### src/rtl/sfir_pkg.sv
package sfir_pkg;
  typedef enum logic {
    ST_IDLE = 1'b0,
    ST_RUN  = 1'b1
  } sfir_state_e;
endpackage

### src/rtl/sfir_delay_line.sv
module sfir_delay_line #(
  parameter int DATA_W = 8,
  parameter int TAPS   = 7
) (
  input  logic                     clk,
  input  logic                     rst_n,
  input  logic                     srst_n,
  input  logic                     shift_en,
  input  logic [DATA_W-1:0]        din,
  output logic [TAPS*DATA_W-1:0]   taps_flat
);
  // Position 0 holds the newest accepted sample.
  for (genvar g = 0; g < TAPS; g++) begin : g_stage
    logic [DATA_W-1:0] stage_d;
    logic [DATA_W-1:0] stage_q;

    if (g == 0) begin : g_head
      assign stage_d = din;
    end else begin : g_link
      assign stage_d = taps_flat[(g-1)*DATA_W +: DATA_W];
    end

    always_ff @(posedge clk or negedge rst_n) begin
      if (!rst_n) begin
        stage_q <= '0;
      end else if (!srst_n) begin
        stage_q <= '0;
      end else if (shift_en) begin
        stage_q <= stage_d;
      end
    end

    assign taps_flat[g*DATA_W +: DATA_W] = stage_q;
  end
endmodule

### src/rtl/sfir_preadd.sv
module sfir_preadd #(
  parameter int DATA_W = 8,
  parameter int TAPS   = 7,
  parameter int HALF   = (TAPS + 1) / 2,
  parameter int IDX_W  = (HALF > 1) ? $clog2(HALF) : 1
) (
  input  logic [TAPS*DATA_W-1:0]   taps_flat,
  input  logic [IDX_W-1:0]         idx,
  output logic signed [DATA_W:0]   pre
);
  logic signed [DATA_W:0] near_s;
  logic signed [DATA_W:0] far_s;

  always_comb begin
    near_s = '0;
    far_s  = '0;
    for (int k = 0; k < HALF; k++) begin
      if (int'(idx) == k) begin
        near_s = (DATA_W+1)'($signed(taps_flat[k*DATA_W +: DATA_W]));
        if (2 * k != TAPS - 1) begin
          far_s = (DATA_W+1)'($signed(taps_flat[(TAPS-1-k)*DATA_W +: DATA_W]));
        end
      end
    end
    pre = near_s + far_s;
  end
endmodule

### src/rtl/sfir_mac.sv
module sfir_mac #(
  parameter int DATA_W = 8,
  parameter int COEF_W = 8,
  parameter int HALF   = 4,
  parameter int OUT_W  = 19,
  parameter int IDX_W  = 2
) (
  input  logic                     clk,
  input  logic                     rst_n,
  input  logic                     srst_n,
  input  logic                     clr,
  input  logic                     step,
  input  logic                     last,
  input  logic [IDX_W-1:0]         idx,
  input  logic signed [DATA_W:0]   pre,
  input  logic [HALF*COEF_W-1:0]   coef_flat,
  output logic [OUT_W-1:0]         out_data
);
  localparam int PROD_W = DATA_W + 1 + COEF_W;

  logic signed [COEF_W-1:0] coef_sel;
  logic signed [PROD_W-1:0] prod;
  logic signed [OUT_W-1:0]  prod_ext;
  logic signed [OUT_W-1:0]  acc_d, acc_q;
  logic signed [OUT_W-1:0]  sum;
  logic [OUT_W-1:0]         res_d, res_q;

  always_comb begin
    coef_sel = $signed(coef_flat[idx*COEF_W +: COEF_W]);
    prod     = pre * coef_sel;
    prod_ext = OUT_W'(prod);
    sum      = acc_q + prod_ext;
    acc_d    = acc_q;
    res_d    = res_q;
    if (clr) begin
      acc_d = '0;
    end else if (step) begin
      acc_d = sum;
    end
    if (last) begin
      res_d = sum;
    end
  end

  always_ff @(posedge clk or negedge rst_n) begin
    if (!rst_n) begin
      acc_q <= '0;
      res_q <= '0;
    end else if (!srst_n) begin
      acc_q <= '0;
      res_q <= '0;
    end else begin
      acc_q <= acc_d;
      res_q <= res_d;
    end
  end

  assign out_data = res_q;
endmodule

### src/rtl/sfir_ctrl.sv
module sfir_ctrl
  import sfir_pkg::*;
#(
  parameter int HALF   = 4,
  parameter int IDX_W  = 2,
  parameter int ID_W   = 4,
  parameter bit USE_ID = 1'b1
) (
  input  logic             clk,
  input  logic             rst_n,
  input  logic             srst_n,
  input  logic             in_valid,
  input  logic [ID_W-1:0]  in_id,
  output logic             in_ready,
  output logic             accept,
  output logic             step,
  output logic             last,
  output logic [IDX_W-1:0] idx,
  output logic             out_valid,
  output logic [ID_W-1:0]  out_id
);
  sfir_state_e      state_d, state_q;
  logic [IDX_W-1:0] cnt_d, cnt_q;
  logic             valid_q;

  always_comb begin
    accept  = (state_q == ST_IDLE) && in_valid;
    step    = (state_q == ST_RUN);
    last    = step && (cnt_q == IDX_W'(HALF - 1));
    state_d = state_q;
    cnt_d   = cnt_q;
    if (accept) begin
      state_d = ST_RUN;
      cnt_d   = '0;
    end else if (last) begin
      state_d = ST_IDLE;
      cnt_d   = '0;
    end else if (step) begin
      cnt_d   = cnt_q + 1'b1;
    end
  end

  always_ff @(posedge clk or negedge rst_n) begin
    if (!rst_n) begin
      state_q <= ST_IDLE;
      cnt_q   <= '0;
      valid_q <= 1'b0;
    end else if (!srst_n) begin
      state_q <= ST_IDLE;
      cnt_q   <= '0;
      valid_q <= 1'b0;
    end else begin
      state_q <= state_d;
      cnt_q   <= cnt_d;
      valid_q <= last;
    end
  end

  if (USE_ID) begin : g_id
    logic [ID_W-1:0] id_d, id_q, oid_d, oid_q;

    always_comb begin
      id_d  = accept ? in_id : id_q;
      oid_d = last ? id_q : oid_q;
    end

    always_ff @(posedge clk or negedge rst_n) begin
      if (!rst_n) begin
        id_q  <= '0;
        oid_q <= '0;
      end else if (!srst_n) begin
        id_q  <= '0;
        oid_q <= '0;
      end else begin
        id_q  <= id_d;
        oid_q <= oid_d;
      end
    end

    assign out_id = oid_q;
  end else begin : g_no_id
    assign out_id = '0;
  end

  assign in_ready  = (state_q == ST_IDLE);
  assign idx       = cnt_q;
  assign out_valid = valid_q;
endmodule

### src/rtl/sym_fir_folded.sv
module sym_fir_folded #(
  parameter int DATA_W = 8,
  parameter int COEF_W = 8,
  parameter int TAPS   = 7,
  parameter int ID_W   = 4,
  parameter bit USE_ID = 1'b1,
  localparam int HALF  = (TAPS + 1) / 2,
  localparam int OUT_W = DATA_W + COEF_W + $clog2(TAPS)
) (
  input  logic                   clk,
  input  logic                   rst_n,
  input  logic                   srst_n,
  input  logic [DATA_W-1:0]      in_data,
  input  logic                   in_valid,
  input  logic [ID_W-1:0]        in_id,
  input  logic [HALF*COEF_W-1:0] coef_i,
  output logic                   in_ready,
  output logic [OUT_W-1:0]       out_data,
  output logic                   out_valid,
  output logic [ID_W-1:0]        out_id
);
  localparam int IDX_W = (HALF > 1) ? $clog2(HALF) : 1;

  logic                    accept;
  logic                    step;
  logic                    last;
  logic [IDX_W-1:0]        idx;
  logic [TAPS*DATA_W-1:0]  taps_flat;
  logic signed [DATA_W:0]  pre;

  sfir_ctrl #(
    .HALF(HALF), .IDX_W(IDX_W), .ID_W(ID_W), .USE_ID(USE_ID)
  ) u_ctrl (
    .clk(clk), .rst_n(rst_n), .srst_n(srst_n),
    .in_valid(in_valid), .in_id(in_id), .in_ready(in_ready),
    .accept(accept), .step(step), .last(last), .idx(idx),
    .out_valid(out_valid), .out_id(out_id)
  );

  sfir_delay_line #(.DATA_W(DATA_W), .TAPS(TAPS)) u_hist (
    .clk(clk), .rst_n(rst_n), .srst_n(srst_n),
    .shift_en(accept), .din(in_data), .taps_flat(taps_flat)
  );

  sfir_preadd #(
    .DATA_W(DATA_W), .TAPS(TAPS), .HALF(HALF), .IDX_W(IDX_W)
  ) u_pre (
    .taps_flat(taps_flat), .idx(idx), .pre(pre)
  );

  sfir_mac #(
    .DATA_W(DATA_W), .COEF_W(COEF_W), .HALF(HALF), .OUT_W(OUT_W), .IDX_W(IDX_W)
  ) u_mac (
    .clk(clk), .rst_n(rst_n), .srst_n(srst_n),
    .clr(accept), .step(step), .last(last), .idx(idx),
    .pre(pre), .coef_flat(coef_i), .out_data(out_data)
  );
endmodule

### config.mk
export PLATFORM = sky130hd
export DESIGN_NAME = sym_fir_folded
export DESIGN_NICKNAME = d
export VERILOG_FILES = /design/src/rtl/sfir_pkg.sv /design/src/rtl/sfir_delay_line.sv /design/src/rtl/sfir_preadd.sv /design/src/rtl/sfir_mac.sv /design/src/rtl/sfir_ctrl.sv /design/src/rtl/sym_fir_folded.sv
export SDC_FILE = /design/constraint.sdc
export NUM_CORES = 1
export LEC_CHECK = 0
export BUFFER_PORTS_ARGS = -buffer_cell sky130_fd_sc_hd__buf_4
export CAP_MARGIN = 20
export CELL_PAD_IN_SITES_DETAIL_PLACEMENT = 0
export CELL_PAD_IN_SITES_GLOBAL_PLACEMENT = 2
export CORE_MARGIN = 4
export CORE_UTILIZATION = 44
export CTS_BUF_LIST = sky130_fd_sc_hd__clkbuf_2
export CTS_CLUSTER_DIAMETER = 50
export DETAILED_ROUTE_END_ITERATION = 10
export GPL_ROUTABILITY_DRIVEN = 0
export MAX_ROUTING_LAYER = met4
export PLACE_DENSITY = 0.95
export SLEW_MARGIN = 5
export SYNTH_ARGS = -nofsm -noshare
export SYNTH_HDL_FRONTEND = slang
export SYNTH_SLANG_ARGS = --single-unit
export TNS_END_PERCENT = 20
### constraint.sdc
create_clock -name clk -period 12.6 [get_ports clk]
set_input_delay 1.26 -clock clk [delete_from_list [all_inputs] [get_ports clk]]
set_output_delay 1.26 -clock clk [all_outputs]
set_load 0.1 [all_outputs]
==> results.toml <==
[status]
outcome = "completed"

[sta]
hold_violations = 0
max_clock_freq_ghz = 0.1134
fin_tns_setup_ns = 0
fin_crit_sh_pct = 70.01
slew_headroom_pct = 25.82
drv_slew = 0
worstMarginPinSlew_ns = 1.108
rsz0062_at_grt = "false"
fin_skew_ns = 0.05340
period_needed_ns = 8.821
setup_viol = 0

[logic_synthesis]
synthDistinctLibCells = 48
synth_top_area_cell = "dfrtp_1"
ys_top_cells_by_count = "dfrtp_1, inv_1, a22o_1"
yosysWarnings = 0
yosysTopAreaCellShare_pct = 31.85
dominantRegCellSynth = "dfrtp_1"
synth-edff-count = 0
yosys.cell_count.top_type = "dfrtp_1"
synth-seq-cells = 106
async_flop_share_pct = 100.0
synth_area_um2 = 8328
synthCells = 795
avgSynthCellArea_um2 = 10.48
ys_seq_area_share_pct = 31.85
synth_nets = 987
netlist_top_cells_area = "dfrtp_1, fa_1, a22o_1"

[route]
routed_wl_mm = 20.54
ant_nets = 0
wl_per_cell_um = 18.85
drtIter0Drc = 443
vias = 6093
viasPerCell = 5.590
drc = 0
dr.pass1.iters = 5

[grt]
grt_pass1_wl_mm = 33.27
grt_max_degree = 73
grt_usage_pct = 20.40
antenna_found_initial = 1
grt.overflow.total = 0
grt_pass1_vias = 6040

[cts]
post_cts_resized = 0
cts_htree_levels = 3
numCtsBuffers = 9
cts_hold_buf = 0
cts_buffer_depth = 2
clk_latency_ns = 0.70
cts.clk_slew.worst_paths_ns = 0.35
cts_sinks = 106
post_cts_buffers = 0
ctsRootBufferMaster = "clkbuf_2"
cts_tree = "built"

[final_layout]
n_fill_cell = 1706
drive_gt1_share_pct = 12.98
area_growth_pct = 11.03
finalNetCount = 1042
final_area_um2 = 9246

[floorplan]
rows = 50
start_util_pct = 44.67
coreArea_um2 = 18640
die_h_um = 145.6
dieArea_um2 = 21190
die_w_um = 145.6
num_io_pins = 73

[worst_setup_path]
worstReg2RegEnd = "u_mac.out_data[17]"
path_common_cell = "a21oi_1"
critPathSlowestCell = "nor2b_1"
critPathLaunchType = "register"
crit_start = "u_ctrl.idx[0]"
endpoint_kind = "register"
critPathKind = "reg -> reg"
rr_worst_depth = 28
r2r_slack_ns = 3.78
worstReg2RegStart = "u_ctrl.idx[0]"
critPathMaxStageDelay_ns = 0.85
cp.arrival_ns = 9.44
cp.required_ns = 13.22
cp_max_fo = 16

[power_and_ir_drop]
intPower_w = 0.0008184
ir_drop_mv = 0.1275
pwr_density_cell_nw_per_um2 = 169.0
p_comb_share_pct = 64.0
p_switching_w = 0.0007441
leakage_nw = 4.696
p_clk_share_pct = 11.8
p_seq_share_pct = 24.2
switching_share_pct = 47.62

[placed_design]
portBuffers = 72
post_dp_cell_area_um2 = 9087
dpl.hpwl_mm = 15.62

[flow_run]
cap_violations = 0

[hold_path]
min_path_type = "in -> async"
-- registers in the layout, indices dropped and copies added (netlist names) --
register	count
u_ctrl.out_id	4
u_mac.acc_q	19
u_hist.g_stage.stage_q	56
u_ctrl.out_valid	1
u_ctrl.g_id.id_q	4
u_ctrl.idx	2
u_mac.out_data	19
u_ctrl.step	1
-- cell families (layout without fill, tap and decap cells) --
| group | after synthesis | count (layout) | share of synthesized area [%] |
|---|---|---|---|
| AO/OA/AOI/OAI | 200 | 200 | 17.59 |
| AND/OR/NAND/NOR | 182 | 182 | 10.46 |
| adder cells (fa/ha/maj) | 144 | 144 | 29.57 |
| buffers and inverters | 131 | 191 | 5.919 |
| flip-flops | 106 | 106 | 31.85 |
| XOR/XNOR | 21 | 21 | 2.208 |
| multiplexers | 11 | 11 | 2.404 |
| other | 0 | 1 | 0 |
-- worst max-delay path by stage --
stage                               to  slack, ns
floorplan           u_mac.out_data[17]       4.63
global placement    u_mac.out_data[17]       4.00
detailed placement     u_mac.acc_q[17]       3.79
CTS                 u_mac.out_data[17]       3.75
global route        u_mac.out_data[17]       3.14
finish              u_mac.out_data[17]       3.78
-- through the flow --
step	total power (W)	setup WS [ns]	hold slack (ns)	std cells	util, %
floorplan	0.001156	4.634	0.4498	795	-
global placement	0.001378	3.998	0.4634	1072	48.75
detailed placement	0.001389	3.786	0.4769	1072	48.75
CTS	0.001578	3.754	0.4689	1088	49.48
global route	0.001738	3.137	0.4871	1090	49.60
finish	0.001563	3.779	0.4851	1090	49.60
-- critical path, delay by kind of cell, from the launching register on --
kind                       cells  cell delay [ns]
AOI/OAI and AO/OA             10             1.78
and+or+nand+nor                8             2.03
DFF                            1             0.84
buffers and inverters          1             0.17
adders and majority gates      9             3.95
-- layer usage --
metal	track usage [%]	up-vias	routed length [µm]
met5	-	-	0
met4	5.366	0	329
met3	2.865	21	1117
met2	29.24	183	9236
met1	30.60	3055	9861
li1	-	2834	-
-- cell type report --
class | count | area (µm²) | area share [%]
clock buffers | 9 | 45.04 | 0.4871
flip-flops and latches | 106 | 2653 | 28.69
multi-input cells | 558 | 5200 | 56.24
clock inverters | 7 | 91.34 | 0.9878
inverters | 97 | 364.1 | 3.938
well taps | 234 | 292.8 | 3.166
repair buffers | 78 | 598.1 | 6.468
diodes | 1 | 2.502 | 0.02706
-- cells in the final DEF, fill, tap and decap left out, drive strengths merged, types with 2 or more instances in the layout --
cell type and count:
nor3 7, or3 4, o31ai 2, ha 56
nand3 6, o21a 3, and3 9, nor2 43
or4b 2, and2 33, a32o 5, a211oi 2
inv 101, a221oi 2, clkbuf 9, nor2b 6
clkinv 3, xnor2 17, buf 78, a22o 89
xor2 4, fa 88, dfrtp 106, mux4 7
o21bai 7, nand2 65, a21o 5, mux2 2
nand2b 2, mux2i 2, a21oi 40, a21boi 3
o21ai 35
-- power groups by stage --
stage               Combinational [W]  Sequential (W)  Clock [W]
global route                  0.00116        0.000382   0.000200
global placement             0.000994        0.000384          0
finish                        0.00100        0.000379   0.000184
detailed placement            0.00100        0.000384          0
CTS                           0.00101        0.000379   0.000189
floorplan                    0.000778        0.000378          0
Power figures use the tool's default switching activity.
